--- src/rtl/dhx_pkg.sv ---
package dhx_pkg;
  localparam int ADDR_W        = 64;
  localparam int CHAN_MAX_BITS = 5;
  localparam int DIE_MAX_BITS  = 2;
  localparam int NUM_EN        = 5;
  localparam int NUM_STAGES    = CHAN_MAX_BITS + DIE_MAX_BITS;

  typedef enum int {EN_4K = 0, EN_64K = 1, EN_2M = 2, EN_1G = 3, EN_1T = 4} hash_en_idx_e;

  // Channel select bits sit at 8,9,10,11 and then jump to 14.
  function automatic int chan_base(input int i);
    return (i == 4) ? 14 : 8 + i;
  endfunction

  // The 4K granule only folds into the three lowest channel bits.
  function automatic int chan_t4k(input int i);
    return (i <= 2) ? 12 + i : -1;
  endfunction
endpackage

--- src/rtl/dhx_check.sv ---
module dhx_check
  import dhx_pkg::*;
(
  input  logic [5:0] chan_cnt,
  input  logic [2:0] die_cnt,
  input  logic [5:0] ilv_pos,
  input  logic [1:0] sock_cnt,
  output logic       err,
  output logic [2:0] chan_bits,
  output logic [1:0] die_bits
);
  logic chan_ok, die_ok;

  always_comb begin
    chan_ok   = 1'b1;
    chan_bits = 3'd0;
    unique case (chan_cnt)
      6'd8:    chan_bits = 3'd3;
      6'd16:   chan_bits = 3'd4;
      6'd32:   chan_bits = 3'd5;
      default: chan_ok   = 1'b0;
    endcase

    die_ok   = 1'b1;
    die_bits = 2'd0;
    unique case (die_cnt)
      3'd1:    die_bits = 2'd0;
      3'd2:    die_bits = 2'd1;
      3'd4:    die_bits = 2'd2;
      default: die_ok   = 1'b0;
    endcase

    err = !chan_ok || !die_ok || (ilv_pos != 6'd8) || (sock_cnt > 2'd1);
  end
endmodule

--- src/rtl/dhx_fix_bit.sv ---
module dhx_fix_bit
  import dhx_pkg::*;
#(
  parameter int BASE  = 8,
  parameter int T4K   = -1,
  parameter int T64K  = 15,
  parameter int T2M   = 22,
  parameter int T1G   = 29,
  parameter int T1TA  = 36,
  parameter int T1TB  = -1
) (
  input  logic              act,
  input  logic [NUM_EN-1:0] en,
  input  logic [ADDR_W-1:0] a_i,
  output logic [ADDR_W-1:0] a_o
);
  logic t4k, t1tb, flip;

  if (T4K >= 0) begin : g_t4k
    assign t4k = a_i[T4K];
  end else begin : g_no_t4k
    assign t4k = 1'b0;
  end

  if (T1TB >= 0) begin : g_t1tb
    assign t1tb = a_i[T1TB];
  end else begin : g_no_t1tb
    assign t1tb = 1'b0;
  end

  always_comb begin
    flip = act & ((en[EN_4K]  & t4k)
                ^ (en[EN_64K] & a_i[T64K])
                ^ (en[EN_2M]  & a_i[T2M])
                ^ (en[EN_1G]  & a_i[T1G])
                ^ (en[EN_1T]  & (a_i[T1TA] ^ t1tb)));
    a_o       = a_i;
    a_o[BASE] = a_i[BASE] ^ flip;
  end
endmodule

--- src/rtl/dhx_oreg.sv ---
module dhx_oreg
  import dhx_pkg::*;
(
  input  logic              clk,
  input  logic              rst_n,
  input  logic              ld,
  input  logic [ADDR_W-1:0] d_addr,
  input  logic              d_err,
  output logic              q_valid,
  output logic [ADDR_W-1:0] q_addr,
  output logic              q_err
);
  logic              valid_nxt, err_nxt;
  logic [ADDR_W-1:0] addr_nxt;

  always_comb begin
    valid_nxt = ld;
    addr_nxt  = q_addr;
    err_nxt   = q_err;
    if (ld) begin
      addr_nxt = d_addr;
      err_nxt  = d_err;
    end
  end

  always_ff @(posedge clk or negedge rst_n) begin
    if (!rst_n) begin
      q_valid <= 1'b0;
      q_addr  <= '0;
      q_err   <= 1'b0;
    end else begin
      q_valid <= valid_nxt;
      q_addr  <= addr_nxt;
      q_err   <= err_nxt;
    end
  end
endmodule

--- src/rtl/stack_dehash.sv ---
module stack_dehash
  import dhx_pkg::*;
(
  input  logic              clk,
  input  logic              rst_n,
  input  logic              in_valid,
  input  logic [63:0]       in_addr,
  input  logic [5:0]        in_chan_cnt,
  input  logic [2:0]        in_die_cnt,
  input  logic [4:0]        in_hash_en,
  input  logic [5:0]        in_ilv_pos,
  input  logic [1:0]        in_sock_cnt,
  output logic              out_valid,
  output logic [63:0]       out_addr,
  output logic              out_err
);
  logic              cfg_err;
  logic [2:0]        chan_bits;
  logic [1:0]        die_bits;
  logic [ADDR_W-1:0] stg [NUM_STAGES+1];

  dhx_check u_check (
    .chan_cnt  (in_chan_cnt),
    .die_cnt   (in_die_cnt),
    .ilv_pos   (in_ilv_pos),
    .sock_cnt  (in_sock_cnt),
    .err       (cfg_err),
    .chan_bits (chan_bits),
    .die_bits  (die_bits)
  );

  assign stg[0] = in_addr;

  // Channel stages first, then die stages, each on the running address.
  for (genvar k = 0; k < CHAN_MAX_BITS; k++) begin : g_chan
    logic act;
    assign act = !cfg_err && (k < int'(chan_bits));
    dhx_fix_bit #(
      .BASE (chan_base(k)), .T4K (chan_t4k(k)),
      .T64K (15 + k), .T2M (22 + k), .T1G (29 + k),
      .T1TA (36 + k), .T1TB (43 + k)
    ) u_fix (
      .act (act), .en (in_hash_en), .a_i (stg[k]), .a_o (stg[k+1])
    );
  end

  for (genvar j = 0; j < DIE_MAX_BITS; j++) begin : g_die
    logic act;
    assign act = !cfg_err && (j < int'(die_bits));
    dhx_fix_bit #(
      .BASE (12 + j), .T4K (-1),
      .T64K (20 + j), .T2M (27 + j), .T1G (34 + j),
      .T1TA (41 + j), .T1TB (-1)
    ) u_fix (
      .act (act), .en (in_hash_en),
      .a_i (stg[CHAN_MAX_BITS+j]), .a_o (stg[CHAN_MAX_BITS+j+1])
    );
  end

  dhx_oreg u_oreg (
    .clk     (clk),
    .rst_n   (rst_n),
    .ld      (in_valid),
    .d_addr  (stg[NUM_STAGES]),
    .d_err   (cfg_err),
    .q_valid (out_valid),
    .q_addr  (out_addr),
    .q_err   (out_err)
  );
endmodule

--- config.mk ---
export PLATFORM = sky130hd
export DESIGN_NAME = stack_dehash
export DESIGN_NICKNAME = d
export VERILOG_FILES = /design/src/rtl/dhx_pkg.sv /design/src/rtl/dhx_check.sv /design/src/rtl/dhx_fix_bit.sv /design/src/rtl/dhx_oreg.sv /design/src/rtl/stack_dehash.sv
export SDC_FILE = /design/constraint.sdc
export NUM_CORES = 1
export LEC_CHECK = 0
export BUFFER_PORTS_ARGS = -buffer_cell sky130_fd_sc_hd__buf_2
export CORE_MARGIN = 2
export CORE_UTILIZATION = 49
export CTS_CLUSTER_SIZE = 8
export DETAILED_ROUTE_END_ITERATION = 16
export GPL_ROUTABILITY_DRIVEN = 0
export PLACE_DENSITY_LB_ADDON = 0.15
export SETUP_SLACK_MARGIN = 0.05
export SKIP_CTS_REPAIR_TIMING = 1
export SLEW_MARGIN = 20
export SYNTH_ARGS = -nofsm -noshare
export SYNTH_HDL_FRONTEND = slang
export SYNTH_SLANG_ARGS = --single-unit
export TNS_END_PERCENT = 5
--- constraint.sdc ---
create_clock -name clk -period 1.5 [get_ports clk]
set_clock_uncertainty 0.1 [all_clocks]
set_input_delay 0 -clock clk [delete_from_list [all_inputs] [get_ports clk]]
set_output_delay 0 -clock clk [all_outputs]
set_load 0.02 [all_outputs]
==> results of run 1 <==
## cell families (layout without fill, tap and decap cells)
group                     Yosys count  in the layout  share of synthesized area, %
muxes                              61             61                         22.10
buffers and inverters               9            247                         1.093
AOI/OAI and AO/OA                  14             14                         3.197
and+or+nand+nor                    63             63                         10.60
xor gates and xnor gates           26             26                         9.591
DFF                                66             66                         53.42
## power by group
group          switching (uW)  leakage (uW)  internal [uW]
Combinational             615       0.00148            615
Clock                     689      0.000103            808
Sequential               90.0      0.000766           1960
Total                    1390       0.00235           3380
## registers in the layout, summed over array words and instances (netlist names)
| name | flops |
|---|---|
| u_oreg.q_valid | 1 |
| u_oreg.q_err | 1 |
| u_oreg.q_addr | 64 |
## worst reg2reg max path, cell delays in order (launching register included)
cell                      delay, ns
sky130_fd_sc_hd__dfrtp_1       0.39
sky130_fd_sc_hd__nor2b_1       0.13
sky130_fd_sc_hd__a311o_1       0.32
## worst paths after layout
kind | startpoint | slack (ns) | cells past startpoint | endpoint
hold reg to reg | u_oreg.q_addr[62] | 0.40 | 1 | u_oreg.q_addr[62]
setup / recovery | in_ilv_pos[5] | -0.05 | 6 | u_oreg.q_addr[12]
hold / removal | in_chan_cnt[4] | 0.006 | 5 | u_oreg.q_addr[14]
setup reg to reg | u_oreg.q_addr[10] | 0.45 | 2 | u_oreg.q_addr[10]
max in group asynchronous | rst_n | 0.92 | 3 | u_oreg.q_addr[29]
min in group asynchronous | rst_n | 0.10 | 3 | u_oreg.q_addr[13]
## stage by stage
stage / utilization [%] / power (uW) / setup TNS (ns) / hold WS [ns]
2_1_floorplan: - / 2693 / -1.398 / -0.3956
3_3_place_gp: 67.07 / 3141 / -2.471 / -0.05156
3_5_place_dp: 67.07 / 3168 / -2.731 / -0.05452
4_1_cts: 70.31 / 4652 / -0.05434 / -0.4230
5_1_grt: 81.35 / 4982 / -0.2788 / 0.02876
6_report: 81.35 / 4773 / -0.05080 / 0.005994
## metal layers
metal | vias to the layer above | GRT usage, % | wire length, microns
met5 | - | 0 | 0
li1 | 1311 | - | -
met2 | 111 | 34.24 | 4392
met4 | 0 | 6.158 | 142
met3 | 15 | 8.350 | 617
met1 | 1319 | 25.49 | 3350
## cells in the mapped netlist, types with 2 or more instances
cell | instances | share of area [%]
sky130_fd_sc_hd__xor2_1 | 13 | 3.7
sky130_fd_sc_hd__o21ai_0 | 3 | 0.49
sky130_fd_sc_hd__o31ai_1 | 2 | 0.49
sky130_fd_sc_hd__dfrtp_1 | 66 | 53
sky130_fd_sc_hd__xnor3_1 | 5 | 3.6
sky130_fd_sc_hd__a31oi_1 | 4 | 0.81
sky130_fd_sc_hd__nand2_1 | 34 | 4.1
sky130_fd_sc_hd__or3_1 | 2 | 0.40
sky130_fd_sc_hd__nand2b_1 | 2 | 0.40
sky130_fd_sc_hd__nand3_1 | 3 | 0.49
sky130_fd_sc_hd__mux2i_1 | 3 | 0.97
sky130_fd_sc_hd__nor2b_1 | 6 | 1.2
sky130_fd_sc_hd__or4_1 | 2 | 0.49
sky130_fd_sc_hd__clkbuf_1 | 3 | 0.36
sky130_fd_sc_hd__a311o_1 | 3 | 0.97
sky130_fd_sc_hd__nand4_1 | 3 | 0.61
sky130_fd_sc_hd__nor2_1 | 5 | 0.61
sky130_fd_sc_hd__xnor2_1 | 8 | 2.3
sky130_fd_sc_hd__buf_1 | 5 | 0.61
sky130_fd_sc_hd__mux2_2 | 58 | 21
## cell type report
cell class              instances  area [sq um]
clock inverters                 5         53.80
repair buffers                230          1546
fillers                       376          1124
well taps                      75         93.84
flip-flops and latches         66          1652
multi-input cells             164          1411
clock buffers                  11         141.4
inverters                       1         3.754
==> summary.md, run 1 <==
| Metric | Value |
|---|---|
| Setup repair after global routing missed its margin | `true` |
| Share of cells above drive strength 1 | `50.73%` |
| Maximum operating frequency | `about 0.64 GHz` |
| Largest net degree at the start of global routing | `67` |
| DP Wirelength | `5.487 mm` |
| Detailed-route wire length per cell | `~15 microns` |
| Total iterations of the first detailed-routing run | `4` |
| Most used cells in the layout excluding fill and tap cells | `sky130_fd_sc_hd__buf_2, sky130_fd_sc_hd__dlygate4sd3_1, sky130_fd_sc_hd__dfrtp_1` |
| Number of global-route vias before repair | `2495` |
| Number of nets with antenna violations after routing | `0` |
| First-pass GRT wire length | `11.56 mm` |
| Share of flip-flops with an asynchronous set or reset | `100.0%` |
| Number of hold-slack violations in the final timing report | `0` |
| CTS tree | `done` |
| Die outline height | `between 80 and 90 microns` |
| Peak supply drop | `0.6231 mV` |
| Crit path buf inv count | `1` |
| Top-level I/O count | `between 150 and 200` |
| Violated checks | `negative setup slack` |
| Core area | `0.006026 sq mm` |
| Number of synthesized flops with an enable pin | `0` |
| Post-route design area | `0.004902 sq mm` |
| DRC | `0` |
| Biggest cell delay along the critical path | `0.53 ns` |
| Leak Pwr | `0.002345 uW` |
| Total CTS buffers | `9` |
| Width of the chip | `83.44 microns` |
| Initial DRC Count | `87` |
| Area overhead of the layout relative to synthesis | `58.56%` |
| Sinks on Clock Net | `66` |
| Unique cell type count in the Yosys netlist | `29` |
| Placement Setup Slack | `-0.4118 ns` |
| Relative max-transition margin | `roughly three fifths` |
| Worst Setup Path Type | `input pin to register` |
| Buffer levels on the longest clock path | `2` |
| Std-Cell Rows | `28` |
| Time the final worst path needs with I/O delays and setup | `1.551 ns` |
| Count of pins over their slew limit | `0` |
| Classification of the worst-slack hold path | `input pin to register` |
| Dominant synthesized flop cell | `sky130_fd_sc_hd__dfrtp_1` |
| Number of warning messages in the yosys log | `0` |
| Highest fanout seen on the critical path | `4` |
| CP required | `1.66 ns` |
| CP cell instances | `buf_2 > or4_4 > nor4_4 > nand3b_2 > or4_1 > a31oi_1` |
| Vias per cell | `around 5` |
| Antenna Diode Count | `0` |
| Clock insertion delay at the later pin of the skew report | `roughly 0.34 ns` |
| Number of instances in the synthesized netlist | `239` |
| Initial Utilization | `51.31%` |
| Total gr overflow | `0` |
| Slew of the pin with the lowest slew margin | `0.5922 ns` |
| Number of nets in the layout | `about 560` |
| Layout Cells excl Fill | `552` |
| Sequential share of the synthesized area | `53.42%` |
| Cell area power density | `just under 1000 mW/mm^2` |
| Delay-heaviest family, CP | `simple AND/OR/NAND/NOR gates` |
| Level count of the clock H-tree | `3` |
| Cell area after synthesis | `0.003092 sq mm` |
| Root Buffer Master | `sky130_fd_sc_hd__clkbuf_8` |
| Net Count, Synth | `328` |
| Result of the run | `finished, violations left` |
| Startpoint types | `input pin` |
| Initial antenna violation count | `0` |
| CP max stage cell | `sky130_fd_sc_hd__or4_4` |
| Final setup vio count | `1` |
| Port Buf Inserts | `153` |
| Final worst setup slack | `-0.05080 ns` |
| Period Utilization, post-route | `103.4%` |
| Leading cell type in the layout, fill and taps excluded | `sky130_fd_sc_hd__buf_2` |
| Arrival time at the worst endpoint | `1.71 ns` |
| Synthesized flop and latch total | `66` |
| Global-route usage over all layers | `a little over a fifth` |
| Number of cells in the design after placement | `between 400 and 500` |
| Overall die area | `0.006961 sq mm` |
| Max-cap violations | `0` |
| Endpoint type of the worst setup path | `register` |
| Count of vias placed by the detailed router | `2756` |
| Post-DP Area | `a little over 0.004 sq mm` |
| Syn_area_per_cell | `12.94 sq um` |
| Overall routed net length | `8.502 mm` |
| Post-CTS clock slew at the launch and capture registers of the worst setup and hold paths | `0.07 ns` |
(Power assumes the default switching activity.)
==> run 2, diff against run 1 <==
--- a/config.mk
+++ b/config.mk
@@ -7,12 +7,12 @@
 export LEC_CHECK = 0
 export BUFFER_PORTS_ARGS = -buffer_cell sky130_fd_sc_hd__buf_2
 export CORE_MARGIN = 2
-export CORE_UTILIZATION = 49
+export CORE_UTILIZATION = 46
 export CTS_CLUSTER_SIZE = 8
 export DETAILED_ROUTE_END_ITERATION = 16
 export GPL_ROUTABILITY_DRIVEN = 0
 export PLACE_DENSITY_LB_ADDON = 0.15
-export SETUP_SLACK_MARGIN = 0.05
+export SETUP_SLACK_MARGIN = 0.4
 export SKIP_CTS_REPAIR_TIMING = 1
 export SLEW_MARGIN = 20
 export SYNTH_ARGS = -nofsm -noshare
==> constraint.sdc (replaced) <==
create_clock -name clk -period 1.7 [get_ports clk]
set_clock_uncertainty 0.1 [all_clocks]
set_input_delay 0 -clock clk [delete_from_list [all_inputs] [get_ports clk]]
set_output_delay 0 -clock clk [all_outputs]
set_load 0.02 [all_outputs]
==> run 2 against run 1 <==
  * Flip-flop and latch count unchanged
  * Highest routed layer unchanged
  * Sequential power decreased by 12%
  * Combinational power decreased by 12%
  * Via count decreased by 3.5%
  * The run now ends clean
  * Routed wire length decreased by 5.2%
==> summary.md, run 2 (synthesized netlist as in run 1, its figures left out) <==
| Metric | Value |
|---|---|
| Result of the run | `completed` |
| Number of cells in the design after placement | `467` |
| Number of nets with antenna violations after routing | `0` |
| Arrival time at the worst endpoint | `1.73 ns` |
| Leak Pwr | `~0.0024 uW` |
| Classification of the worst-slack hold path | `input pin to register` |
| CTS tree | `done` |
| CP required | `between 1.5 and 2 ns` |
| Global-route usage over all layers | `19.59%` |
| Layout Cells excl Fill | `550` |
| Std-Cell Rows | `29` |
| Port Buf Inserts | `approximately 150` |
| Largest net degree at the start of global routing | `between 60 and 70` |
| Crit path buf inv count | `1` |
| Delay-heaviest family, CP | `simple AND/OR/NAND/NOR gates` |
| Post-layout total power | `~4600 uW` |
| Total iterations of the first detailed-routing run | `4` |
| Maximum operating frequency | `about 0.64 GHz` |
| Share of cells above drive strength 1 | `49.89%` |
| Endpoint type of the worst setup path | `register` |
| Final setup vio count | `0` |
| Number of global-route vias before repair | `2357` |
| Total CTS buffers | `9` |
| First-pass GRT wire length | `between 10 and 15 mm` |
| Peak supply drop | `0.6643 mV` |
| Level count of the clock H-tree | `3` |
| CP max stage cell | `sky130_fd_sc_hd__or4_4` |
| Post-CTS clock slew at the launch and capture registers of the worst setup and hold paths | `0.07 ns` |
| Clock insertion delay at the later pin of the skew report | `between 0.3 and 0.4 ns` |
| Period Utilization, post-route | `92.63%` |
| # fillers | `427` |
| Core area | `0.006422 sq mm` |
| Flip-flop count of the largest register, all copies and words added | `64` |
| Placement Setup Slack | `-0.2304 ns` |
| Final worst setup slack | `around 0.13 ns` |
| Leading cell type in the layout, fill and taps excluded | `sky130_fd_sc_hd__buf_2` |
| Post-DP Area | `0.004006 sq mm` |
| DRC | `0` |
| Antenna Diode Count | `0` |
| Initial antenna violation count | `0` |
| Count of pins over their slew limit | `0` |
| Total gr overflow | `0` |
| Initial Utilization | `48.14%` |
| Cell area power density | `between 900 and 1000 mW/mm^2` |
| Overall routed net length | `between 8 and 9 mm` |
| Relative max-transition margin | `71.51%` |
| FF+latch area | `between 0.0015 and 0.002 sq mm` |
| Root Buffer Master | `sky130_fd_sc_hd__clkbuf_8` |
| Overall die area | `0.007393 sq mm` |
| Initial DRC Count | `between 70 and 80` |
| Sinks on Clock Net | `66` |
| Worst Setup Path Type | `input pin to register` |
| Register ranked first by flip-flop count | `u_oreg.q_addr` |
| Slew of the pin with the lowest slew margin | `~0.42 ns` |
| Number of nets in the layout | `557` |
| Time the final worst path needs with I/O delays and setup | `1.575 ns` |
| Die outline height | `85.98 microns` |
| Biggest cell delay along the critical path | `0.53 ns` |
| Detailed-route wire length per cell | `14.65 microns` |
| Startpoint types | `input pin` |
| Highest fanout seen on the critical path | `4` |
| Vias per cell | `about 4.8` |
| Number of hold-slack violations in the final timing report | `0` |
| Setup repair after global routing missed its margin | `true` |
| CP cell instances | `buf_2 > or4_4 > nor4_4 > nand3b_2 > or4_1 > a31oi_1` |
| Width of the chip | `approximately 86 microns` |
| Max-cap violations | `0` |
| Most used cells in the layout excluding fill and tap cells | `sky130_fd_sc_hd__buf_2, sky130_fd_sc_hd__dlygate4sd3_1, sky130_fd_sc_hd__dfrtp_1` |
| Area overhead of the layout relative to synthesis | `59.85%` |
| DP Wirelength | `5.360 mm` |
| Top-level I/O count | `~160` |
| Count of vias placed by the detailed router | `roughly 2700` |
| Post-route design area | `between 0.004 and 0.005 sq mm` |
| Area used by multi-input combinational logic | `0.001406 sq mm` |
| Buffer levels on the longest clock path | `2` |
| Biggest regs | `u_oreg.q_addr x64, u_oreg.q_err x1, u_oreg.q_valid x1` |
run 2: cell count changes in the layout (fill, tap and decap cells not counted):
cell,delta
sky130_fd_sc_hd__bufinv_16,+3
sky130_fd_sc_hd__inv_6,+1
sky130_fd_sc_hd__buf_4,-5
sky130_fd_sc_hd__clkinv_2,-3
sky130_fd_sc_hd__nand3_1,+1
sky130_fd_sc_hd__clkbuf_8,-1
sky130_fd_sc_hd__dlygate4sd3_1,+1
sky130_fd_sc_hd__nand3_2,-1
run 2: cell type report:
| type | instances | share of cell area (%) |
|---|---|---|
| Clock buffer | 10 | 2.582 |
| Clock inverter | 6 | 2.785 |
| Inverter | 1 | 0.07595 |
| Multi-Input combinational cell | 164 | 28.46 |
| Sequential cell | 66 | 33.42 |
| Tap cell | 77 | 1.949 |
| Timing Repair Buffer | 226 | 30.73 |
run 2: path summary, 6_finish.rpt:
check / start / slack (ns) / endpoint / depth (start not counted)
setup / recovery: in_ilv_pos[5] / 0.13 / u_oreg.q_addr[12] / 6
hold / removal: in_chan_cnt[0] / 0.01 / u_oreg.q_addr[13] / 5
setup reg to reg: u_oreg.q_addr[8] / 0.66 / u_oreg.q_addr[8] / 2
hold reg to reg: u_oreg.q_addr[35] / 0.40 / u_oreg.q_addr[35] / 1
max in group asynchronous: rst_n / 1.11 / u_oreg.q_addr[1] / 3
min in group asynchronous: rst_n / 0.12 / u_oreg.q_addr[27] / 3
run 2: stage by stage:
stage	utilization, %	hold slack, ns	setup TNS [ns]
after floorplan	-	-0.3956	-0.2040
after global placement	62.38	-0.06059	-0.9782
after global routing	76.95	0.03253	0
after CTS	66.51	-0.4196	0
after detailed placement	62.38	-0.05367	-1.167
final	76.95	0.01404	0
run 2: routing by layer:
layer	global-route usage [%]	routed length, microns	vias up
li1	-	-	1304
met1	25.92	3384	1239
met2	29.60	3969	109
met3	5.775	632	8
met4	9.380	74	0
met5	0	0	-
run 2: report_power, final:
group          internal, uW  total [uW]  switching, uW
clock network          1130        1740            608
registers              1730        1800           75.3
logic                   537        1080            540
total                  3390        4620           1220
run 2: worst register-to-register path, delay by kind of cell, from the launching register on:
kind | cells | cell delay (ns)
DFF | 1 | 0.39
AOI/OAI and AO/OA | 1 | 0.31
and+or+nand+nor | 1 | 0.13
